==> src/rtl/keyed_cfg_pkg.sv <==
package keyed_cfg_pkg;

    localparam int BYTE_W = 8;

    localparam logic [7:0] KEY_FIRST    = 8'h87;
    localparam logic [7:0] KEY_SECOND   = 8'h01;
    localparam logic [7:0] KEY_THIRD    = 8'h55;
    localparam logic [7:0] KEY_LAST_PRI = 8'h55;
    localparam logic [7:0] KEY_LAST_ALT = 8'hAA;

    localparam logic [7:0] REG_EXIT   = 8'h02;
    localparam logic [7:0] REG_LDN    = 8'h07;
    localparam logic [7:0] REG_ID_HI  = 8'h20;
    localparam logic [7:0] REG_ID_LO  = 8'h21;
    localparam logic [7:0] REG_FCTL   = 8'h24;
    localparam logic [7:0] REG_FB_HI  = 8'h64;
    localparam logic [7:0] REG_FB_LO  = 8'h65;

    localparam logic [7:0]  EXIT_CODE = 8'h02;
    localparam logic [7:0]  LDN_FLASH = 8'h07;
    localparam logic [15:0] CHIP_ID   = 16'h8716;
    localparam logic [7:0]  FCTL_MASK = 8'h3F;
    localparam logic [7:0]  IDLE_BUS  = 8'hFF;

    typedef enum logic [2:0] {
        KEY_IDLE = 3'd0,
        KEY_B1   = 3'd1,
        KEY_B2   = 3'd2,
        KEY_B3   = 3'd3,
        KEY_OPEN = 3'd4
    } key_state_t;

    typedef struct packed {
        logic             wr;
        logic             rd;
        logic             at_index;
        logic             at_data;
        logic [BYTE_W-1:0] wdata;
    } bus_req_t;

    function automatic logic [7:0] key_byte(input logic [1:0] pos, input logic alt);
        case (pos)
            2'd0:    key_byte = KEY_FIRST;
            2'd1:    key_byte = KEY_SECOND;
            2'd2:    key_byte = KEY_THIRD;
            default: key_byte = alt ? KEY_LAST_ALT : KEY_LAST_PRI;
        endcase
    endfunction

endpackage

==> src/rtl/keyed_cfg_decode.sv <==
module keyed_cfg_decode
    import keyed_cfg_pkg::*;
#(
    parameter int              ADDR_W   = 16,
    parameter logic [ADDR_W-1:0] BASE_PRI = 16'h002E,
    parameter logic [ADDR_W-1:0] BASE_ALT = 16'h004E
) (
    input  logic              strap_alt,
    input  logic [ADDR_W-1:0] bus_addr,
    input  logic              bus_wr,
    input  logic              bus_rd,
    input  logic [7:0]        bus_wdata,
    output bus_req_t          req
);
    localparam logic [ADDR_W-1:0] ONE = ADDR_W'(1);

    logic [ADDR_W-1:0] base_sel;

    always_comb begin
        base_sel     = strap_alt ? BASE_ALT : BASE_PRI;
        req.wr       = bus_wr;
        req.rd       = bus_rd;
        req.at_index = (bus_addr == base_sel);
        req.at_data  = (bus_addr == base_sel + ONE);
        req.wdata    = bus_wdata;
    end
endmodule

==> src/rtl/keyed_cfg_unlock.sv <==
module keyed_cfg_unlock
    import keyed_cfg_pkg::*;
(
    input  logic     clk,
    input  logic     rst,
    input  logic     strap_alt,
    input  bus_req_t req,
    input  logic     relock,
    output logic     open
);
    key_state_t state_q, state_d;
    logic [7:0] expect_byte;

    always_comb begin
        expect_byte = key_byte(state_q[1:0], strap_alt);
        state_d     = state_q;
        if (state_q == KEY_OPEN) begin
            if (relock)
                state_d = KEY_IDLE;
        end else if (req.wr && req.at_index) begin
            if (req.wdata == expect_byte)
                state_d = key_state_t'(state_q + 3'd1);
            else if (req.wdata == KEY_FIRST)
                state_d = KEY_B1;
            else
                state_d = KEY_IDLE;
        end
    end

    always_ff @(posedge clk) begin
        if (rst)
            state_q <= KEY_IDLE;
        else
            state_q <= state_d;
    end

    assign open = (state_q == KEY_OPEN);
endmodule

==> src/rtl/keyed_cfg_regs.sv <==
module keyed_cfg_regs
    import keyed_cfg_pkg::*;
(
    input  logic        clk,
    input  logic        rst,
    input  logic        open,
    input  bus_req_t    req,
    output logic        relock,
    output logic [7:0]  reg_index,
    output logic [7:0]  rdata,
    output logic [15:0] flash_base,
    output logic [7:0]  flash_ctrl
);
    logic [7:0]  idx_q, ldn_q, fctl_q;
    logic [15:0] fbase_q;
    logic        idx_wr, data_wr, flash_bank;
    logic [7:0]  reg_val;

    assign idx_wr     = open && req.wr && req.at_index;
    assign data_wr    = open && req.wr && req.at_data;
    assign flash_bank = (ldn_q == LDN_FLASH);
    assign relock     = data_wr && (idx_q == REG_EXIT) && (req.wdata == EXIT_CODE);

    always_ff @(posedge clk) begin
        if (rst) begin
            idx_q   <= '0;
            ldn_q   <= '0;
            fctl_q  <= '0;
            fbase_q <= '0;
        end else begin
            if (relock)
                idx_q <= '0;
            else if (idx_wr)
                idx_q <= req.wdata;
            if (data_wr) begin
                case (idx_q)
                    REG_LDN:  ldn_q  <= req.wdata;
                    REG_FCTL: fctl_q <= req.wdata & FCTL_MASK;
                    REG_FB_HI: if (flash_bank) fbase_q[15:8] <= req.wdata;
                    REG_FB_LO: if (flash_bank) fbase_q[7:0]  <= req.wdata;
                    default: ;
                endcase
            end
        end
    end

    always_comb begin
        case (idx_q)
            REG_ID_HI: reg_val = CHIP_ID[15:8];
            REG_ID_LO: reg_val = CHIP_ID[7:0];
            REG_LDN:   reg_val = ldn_q;
            REG_FCTL:  reg_val = fctl_q;
            REG_FB_HI: reg_val = flash_bank ? fbase_q[15:8] : 8'h00;
            REG_FB_LO: reg_val = flash_bank ? fbase_q[7:0]  : 8'h00;
            default:   reg_val = 8'h00;
        endcase
        if (!open || !req.rd)
            rdata = IDLE_BUS;
        else if (req.at_index)
            rdata = idx_q;
        else if (req.at_data)
            rdata = reg_val;
        else
            rdata = IDLE_BUS;
    end

    assign reg_index  = idx_q;
    assign flash_base = fbase_q;
    assign flash_ctrl = fctl_q;
endmodule

==> src/rtl/keyed_cfg_space.sv <==
module keyed_cfg_space
    import keyed_cfg_pkg::*;
#(
    parameter int              ADDR_W   = 16,
    parameter logic [ADDR_W-1:0] BASE_PRI = 16'h002E,
    parameter logic [ADDR_W-1:0] BASE_ALT = 16'h004E
) (
    input  logic              clk,
    input  logic              rst,
    input  logic              strap_alt,
    input  logic [ADDR_W-1:0] bus_addr,
    input  logic              bus_wr,
    input  logic              bus_rd,
    input  logic [7:0]        bus_wdata,
    output logic [7:0]        bus_rdata,
    output logic              cfg_open,
    output logic [15:0]       flash_base,
    output logic [7:0]        flash_ctrl
);
    bus_req_t   req;
    logic       relock;
    logic [7:0] reg_index;

    keyed_cfg_decode #(
        .ADDR_W  (ADDR_W),
        .BASE_PRI(BASE_PRI),
        .BASE_ALT(BASE_ALT)
    ) u_decode (
        .strap_alt(strap_alt),
        .bus_addr (bus_addr),
        .bus_wr   (bus_wr),
        .bus_rd   (bus_rd),
        .bus_wdata(bus_wdata),
        .req      (req)
    );

    keyed_cfg_unlock u_unlock (
        .clk      (clk),
        .rst      (rst),
        .strap_alt(strap_alt),
        .req      (req),
        .relock   (relock),
        .open     (cfg_open)
    );

    keyed_cfg_regs u_regs (
        .clk       (clk),
        .rst       (rst),
        .open      (cfg_open),
        .req       (req),
        .relock    (relock),
        .reg_index (reg_index),
        .rdata     (bus_rdata),
        .flash_base(flash_base),
        .flash_ctrl(flash_ctrl)
    );
endmodule

==> config.mk <==
export PLATFORM = sky130hd
export DESIGN_NAME = keyed_cfg_space
export DESIGN_NICKNAME = d
export VERILOG_FILES = /design/src/rtl/keyed_cfg_pkg.sv /design/src/rtl/keyed_cfg_decode.sv /design/src/rtl/keyed_cfg_unlock.sv /design/src/rtl/keyed_cfg_regs.sv /design/src/rtl/keyed_cfg_space.sv
export SDC_FILE = /design/constraint.sdc
export NUM_CORES = 1
export LEC_CHECK = 0
export BUFFER_PORTS_ARGS = -buffer_cell sky130_fd_sc_hd__clkbuf_2
export CAP_MARGIN = 20
export CORE_MARGIN = 1
export CORE_UTILIZATION = 53
export DETAILED_ROUTE_END_ITERATION = 7
export PLACE_DENSITY_LB_ADDON = 0.25
export SLEW_MARGIN = 20
export SYNTH_ARGS = -nofsm -noshare
export SYNTH_HDL_FRONTEND = slang
export SYNTH_SLANG_ARGS = --single-unit
==> constraint.sdc <==
create_clock -name clk -period 3.1 [get_ports clk]
set_clock_uncertainty 0.1 [all_clocks]
set_input_delay 0.31 -clock clk [delete_from_list [all_inputs] [get_ports clk]]
set_output_delay 0.31 -clock clk [all_outputs]
set_load 0.02 [all_outputs]
# Yosys cells after proc, flatten, opt, wreduce, memory -nomap -nowiden
# Index checks and enable logic that the tools add are counted.
word_totals:
  reg_bits: 41
  latchBits: 0
  mem_bits_rw: 0
  mem_bits_ro: 0
  input_bits: 29
  output_inout_bits: 33
  elab_cells: 56
  mem_count: 0
op_classes:
  n_addsub: 2
  n_mul: 0
  n_div: 0
  order_cmp: 0
  n_eq_ne: 17
  shifts: 0
  mux: 14
  bitwise_logic: 0
  reduce_logical: 17
ops:
  columns: ["cell", "n"]
  rows:
  - ["8-bit 2-to-1 mux", 6]
  - ["8-bit case mux with 6 select lines", 1]
  - ["16-bit == test", 2]
  - ["8-bit by 6-bit == test with 1-bit output, second input constant", 3]
  - ["8-bit case mux with 3 select lines", 1]
  - ["16-bit by 1-bit adder with 16-bit output, second input constant", 1]
  - ["8-bit by 2-bit == test with 1-bit output, second input constant", 2]
  - ["8-bit by 3-bit == test with 1-bit output, second input constant", 2]
  - ["8-bit by 7-bit == test with 1-bit output, second input constant", 2]
  - ["3-bit 2-to-1 mux", 4]
  - ["8-bit == test", 1]
  - ["8-bit == test, second input constant", 1]
  - ["7-bit 2-to-1 mux", 1]
  - ["1-bit logical AND", 6]
  - ["2-bit AND reduction", 3]
  - ["3-bit AND reduction", 2]
  - ["3-bit by 1-bit adder with 3-bit output, second input constant", 1]
  - ["3-bit == test, second input constant", 1]
  - ["2-bit by 1-bit == test with 1-bit output, second input constant", 1]
  - ["2-bit == test, second input constant", 1]
  - ["1-bit zero test", 2]
  - ["2-bit zero test", 1]
  - ["2-bit inequality test, second input constant", 1]
  - ["2-bit nonzero test", 1]
  - ["other kinds (3)", 3]

# Longest topological paths before layout
depth:
  ltp_word: 8
  ltp_mapped: 9

# By module
# A second synthesis with hierarchy kept.
hier_totals:
  hier_cells: 291
  hier_area_um2: 2544.9
by_module_without_submodules:
  columns: ["module", "n_inst", "cells_each", "area_per_inst_um2", "seq_area_each_um2"]
  rows:
  - ["keyed_cfg_regs", 1, 220, 1996.9, 760.7]
  - ["keyed_cfg_unlock", 1, 49, 377.9, 60.1]
  - ["keyed_cfg_decode", 1, 22, 170.2, 0.0]

# Worst setup path before layout
# OpenSTA, ideal clock, no wires.
synth_path:
  kind: "reg-to-reg"
  from: "register u_unlock.state_q[0]"
  to: "register u_regs.fbase_q[0] (netlist: u_regs.flash_base[0])"
  setup_time_ns: 0.128
  t_arrival_ns: 2.286
  path_slack_ns: 0.586
  stages_incl_launch_ff: 10
  n_path_buf: 2
  synth_period_minus_slack_ns: 2.514
  cell_sequence: "dfxtp_1 inv_1 ha_1 and2_1 clkbuf_1 nand2_1 or4_1 buf_2 mux2i_1 nor2_1"
synth_via:
  elab_chain_cells: 4
synth_rtl:
  columns: ["element", "line_no", "source"]
  rows:
  - ["start: declaration", "keyed_cfg_unlock.sv:11", "key_state_t state_q, state_d;"]
  - ["start signal: assignment", "keyed_cfg_unlock.sv:34", "state_q <= state_d;"]
  - ["3-bit == test", "keyed_cfg_unlock.sv:37", "assign open = (state_q == KEY_OPEN);"]
  - ["via cfg_open", "keyed_cfg_space.sv:16", "output logic cfg_open,"]
  - ["1-bit logical AND (2 in series)", "keyed_cfg_regs.sv:20", "assign data_wr = open && req.wr && req.at_data;"]
  - ["3-bit AND reduction (no source line)", null, null]
  - ["end signal: assignment", "keyed_cfg_regs.sv:40", "REG_FB_LO: if (flash_bank) fbase_q[7:0] <= req.wdata;"]
  - ["end: declaration", "keyed_cfg_regs.sv:15", "logic [15:0] fbase_q;"]
# The timed path passes the listed nets, and every way through them passes these cells.
# A chain may end at the register's enable or synchronous reset.

# Final worst setup path
layout_path:
  from: "register u_regs.idx_q[5] (netlist: u_regs.reg_index[5])"
  to: "output port bus_rdata[4]"
layout_via:
  elab_chain_cells: 5
layout_rtl:
  columns: ["element", "line_no", "source"]
  rows:
  - ["start: declaration", "keyed_cfg_regs.sv:14", "logic [7:0] idx_q, ldn_q, fctl_q;"]
  - ["start signal: assignment", "keyed_cfg_regs.sv:34", "idx_q <= req.wdata;"]
  - ["8-bit by 7-bit == test with 1-bit output, or another cell as far along", "keyed_cfg_regs.sv:48", "case (idx_q)"]
  - ["8-bit case mux with 6 select lines (*)", "keyed_cfg_regs.sv:48", null]
  - ["8-bit 2-to-1 mux (*)", "keyed_cfg_regs.sv:61", "else if (req.at_data)"]
  - ["8-bit 2-to-1 mux (*)", "keyed_cfg_regs.sv:59", "else if (req.at_index)"]
  - ["8-bit 2-to-1 mux (*)", "keyed_cfg_regs.sv:57", "if (!open || !req.rd)"]
  - ["end: declaration", "keyed_cfg_space.sv:15", "output logic [7:0] bus_rdata,"]
# Mark *: on every way between the ends. The rest lies on a longest branch, timed or not.

==> summary by stage <==
Clock tree
For this design, the sink count on the clock tree is 41. The clock latency reported for the late side of the worst-skew pair is 290 ps. The number of buffers inserted by post-CTS setup repair is 0. The clock tree from TritonCTS is yes. The clock slew seen by the registers of the worst setup and hold paths is 80 ps. Hold repair after CTS inserted 0 buffers. Counting along the longest clock path gives a buffer depth of 2. The count of H-tree levels built during CTS is 2. In this run, CTS created clock tree buffers numbering 5. The root buffer cell chosen for the clock tree is sky130_fd_sc_hd__clkbuf_8.

Once the clock tree was built, the resizer swapped 0 gates to a different size.

Final layout
Across the whole layout, storage elements account for 821 um^2. The layout overhead on the synthesized area is 17.5%. In the final layout, the multi-input gates occupy 0.00157 mm^2. Counting the fill cells in the layout gives 379. Of the cells placed in the final design, the portion with a size suffix greater than 1 is 0.236. In the final design database the tool counted 388 nets. The count of inserted antenna diode cells is 0.

Critical path
The critical path's largest stage delay is 660 ps. The endpoint class of the critical path is an output pin. The required time reported for the critical path endpoint is 2690 ps. The master of the slowest instance on the critical path is sky130_fd_sc_hd__nor3b_1. The signal on the critical path passes through nor3b_1 -> nand3_1 -> a21oi_1 -> a2111oi_0 -> o21ai_0 -> clkbuf_2.

The path type of the worst setup path is flip-flop to output pin. The maximum fanout along the worst path is 8. The data arrival at the endpoint of the critical path is 2370 ps.

STA classifies the critical path startpoint as a flip-flop.

Floorplanning
The floorplan has 24 rows. The die height is 70.9 um. The floorplan step set the die width to 70.9 um.

The die footprint is 0.00502 mm^2. The I/O pin count is 62. The starting density of the core is 0.566. The core area is 0.00444 mm^2.

Power and ir drop
The analysis attributes to net switching a power of 0.231 mW. The internal power component is 0.708 mW. The relative contribution of sequential cells to total power is 0.560.

The portion of total power attributed to the clock network is 0.371. Dividing total power by cell area gives a power density of 318 mW/mm^2. The analysis attributes to cell leakage a power of 1.16 nW.

The power share of the combinational group is 0.069. The maximum VDD drop is 0.000206 V. Of the total power, the share spent switching nets is 0.246.

Synthesis
The fraction of registers with async set/reset is 0. During synthesis, Yosys emitted a total of 0 warnings. Yosys mapped a number of flops with a built-in enable equal to 0.

The post-synthesis sequential element count is 41. The synthesized netlist contains 44 unique library cells. The number of instances in the synthesized netlist is 298. The sequential share of the synthesized area is 0.326.

Summing every instance area after synthesis gives 0.00251 mm^2. The per-instance average area after synthesis is 8.44 um^2. The dominant register cell in the synthesized netlist is sky130_fd_sc_hd__dfxtp_1.

GRT
The initial antenna violation count is 0. The maximum number of pins on one net before global-route repair is 34. The number of global-route vias before repair is 2,417. The overall routing resource usage is 0.292. The aggregate global routing overflow is 0.

The first-pass GRT wire length is 11,500 um.

STA
The final hold violation count came to 0. Setup slack on the critical path of the routed design comes to 315 ps. The max-slew headroom at the worst pin is 0.502. The max-slew violation total from the final report came to 0.

The routed design could run at a clock period as short as 2780 ps. Summed over all failing endpoints, the final setup total negative slack is 0 ps. The achievable frequency is 359 MHz. Of the available clock period, the critical path in the final layout requires 0.898.

Setup repair after global routing left no endpoint under its margin. At the pin with the least slew margin, the transition time is 745 ps. Setup violations remaining at the end of the flow were counted as 0.

Drt
Dividing the detail-routed via count by the number of cells gives 6.31. The detailed router's first-iteration violation count is 259. The first-pass iteration count of the detailed router is 8. The number of remaining DRC errors is 10. The routed design has 7020 um of wire. After detailed routing, the average wire length per cell comes to 17.2 um. Once detail routing completed, the nets flagged for antenna violations numbered 0. Summing over every cut layer, the via total after detailed routing is 2,576.

Outcome
The flow ran to the end, but the final reports show violations. The checks that failed: design-rule violations.

Worst hold path
The class of the worst hold path is input port to flip-flop.

Place
The weighted congestion at the end of routability-driven global placement is 0.902. The number of input and output port buffers inserted is 59. The worst setup slack before clock tree synthesis is 323 ps.

The HPWL after detailed placement is 5010 um.

Run
The max capacitance violation total is 0.
-- metal layers --
metal,GRT usage,share of wire,vias up
li1,-,-,1208
met5,0,0,-
met4,0.124,0.026,0
met2,0.475,0.45,150
met3,0.0427,0.081,28
met1,0.389,0.44,1190
-- cell usage in the layout, fill, tap and decap left out, types with 2 or more instances in the layout --
cell type                    n
sky130_fd_sc_hd__inv_1       9
sky130_fd_sc_hd__nor4_1      6
sky130_fd_sc_hd__nor4bb_1    2
sky130_fd_sc_hd__conb_1      2
sky130_fd_sc_hd__and3_1      3
sky130_fd_sc_hd__o21ai_0     9
sky130_fd_sc_hd__a21oi_1     9
sky130_fd_sc_hd__ha_1        4
sky130_fd_sc_hd__mux2i_1    41
sky130_fd_sc_hd__nor2b_1     3
sky130_fd_sc_hd__nand4_1     8
sky130_fd_sc_hd__nor3_1      4
sky130_fd_sc_hd__buf_4      11
sky130_fd_sc_hd__clkbuf_1    2
sky130_fd_sc_hd__o2111ai_1   3
sky130_fd_sc_hd__nand4b_1    2
sky130_fd_sc_hd__or4_1       2
sky130_fd_sc_hd__and3b_1     2
sky130_fd_sc_hd__nand3_1    17
sky130_fd_sc_hd__nor3b_1     5
sky130_fd_sc_hd__or3_1       3
sky130_fd_sc_hd__clkbuf_8    5
sky130_fd_sc_hd__nand2_1     6
sky130_fd_sc_hd__nor4_4      4
sky130_fd_sc_hd__nor4b_1     9
sky130_fd_sc_hd__clkbuf_2   59
sky130_fd_sc_hd__a2111oi_0   8
sky130_fd_sc_hd__nand2b_1    2
sky130_fd_sc_hd__dfxtp_1    41
sky130_fd_sc_hd__and2_1      3
sky130_fd_sc_hd__nor2_1     58
-- cell usage after synthesis, types with 2 or more instances --
master,number,area (um^2)
sky130_fd_sc_hd__a2111oi_0,8,70.1
sky130_fd_sc_hd__nor4b_1,9,78.8
sky130_fd_sc_hd__nand2b_1,2,12.5
sky130_fd_sc_hd__a21oi_1,9,45.0
sky130_fd_sc_hd__nor2b_1,3,18.8
sky130_fd_sc_hd__ha_1,4,50.1
sky130_fd_sc_hd__inv_1,9,33.8
sky130_fd_sc_hd__clkbuf_1,16,60.1
sky130_fd_sc_hd__o2111ai_1,3,26.3
sky130_fd_sc_hd__and2_1,3,18.8
sky130_fd_sc_hd__buf_4,3,22.5
sky130_fd_sc_hd__mux2i_1,41,410
sky130_fd_sc_hd__and3_1,3,18.8
sky130_fd_sc_hd__nor4_1,6,37.5
sky130_fd_sc_hd__or4_1,2,15.0
sky130_fd_sc_hd__nor3_1,4,20.0
sky130_fd_sc_hd__nand4_1,8,50.1
sky130_fd_sc_hd__and3b_1,2,17.5
sky130_fd_sc_hd__o21ai_0,9,45.0
sky130_fd_sc_hd__nor4bb_1,2,20.0
sky130_fd_sc_hd__dfxtp_1,41,821
sky130_fd_sc_hd__nor2_1,58,218
sky130_fd_sc_hd__nand3_1,17,85.1
sky130_fd_sc_hd__nand2_1,6,22.5
sky130_fd_sc_hd__nand4b_1,2,17.5
sky130_fd_sc_hd__nor3b_1,5,37.5
sky130_fd_sc_hd__or3_1,3,18.8
sky130_fd_sc_hd__nor4_4,4,85.1
-- worst max-delay path: cells and delay by family (launching register included) --
family,cells,cell delay (ps)
AND/OR/NAND/NOR,2,840
buffers and inverters,1,210
flip-flops,1,490
AO/OA/AOI/OAI,3,530
-- cells by family (layout without fill, tap and decap cells) --
logic type	after synthesis	after routing	synth area share
adder cells (fa/ha/maj)	4	4	0.0199
AND/OR/NAND/NOR	143	143	0.330
flip-flops	41	41	0.326
other	1	2	0.00149
buffers and inverters	30	87	0.0497
AO/OA/AOI/OAI	38	38	0.109
multiplexers	41	41	0.163
-- layout make-up --
type	instances	share of cell area
inverter	9	0.0114
timing repair buffer	70	0.128
clock inverter	1	0.00254
clock buffer	7	0.0258
tap	52	0.0220
multi-input combinational	228	0.532
sequential	41	0.278
-- final timing paths --
| check | startpoint | endpoint | slack, ps | depth (start not counted) |
|---|---|---|---|---|
| hold reg to reg | u_unlock.state_q[2] | u_unlock.state_q[2] | 410 | 2 |
| setup reg to reg | u_unlock.state_q[0] | u_regs.flash_base[2] | 460 | 7 |
| setup / recovery | u_regs.reg_index[5] | bus_rdata[4] | 320 | 6 |
| hold / removal | bus_wdata[6] | u_regs.flash_base[6] | 310 | 3 |
-- power by group through the flow --
stage	registers (mW)	clock network (mW)	logic, mW
floorplan	0.539	0	0.0334
global placement	0.539	0	0.0631
detailed placement	0.539	0	0.0636
CTS	0.526	0.358	0.0640
global route	0.526	0.375	0.0703
finish	0.526	0.348	0.0650
-- registers in the layout (all words and copies together) (netlist names) --
name / flops
u_unlock.state_q: 3
u_regs.ldn_q: 8
u_regs.flash_base: 16
u_regs.flash_ctrl: 6
u_regs.reg_index: 8
-- per-stage QoR --
step            util  hold WS (ps)  std cells  cell area (um^2)  power, mW
5_1_grt        0.665           321        408              2950      0.971
2_1_floorplan      -           354        299              2520      0.572
3_5_place_dp   0.646           399        400              2870      0.602
4_1_cts        0.665           291        408              2950      0.948
6_report       0.665           309        408              2950      0.939
3_3_place_gp   0.646           395        400              2870      0.602
No activity file was read; power rests on OpenSTA's default activity.
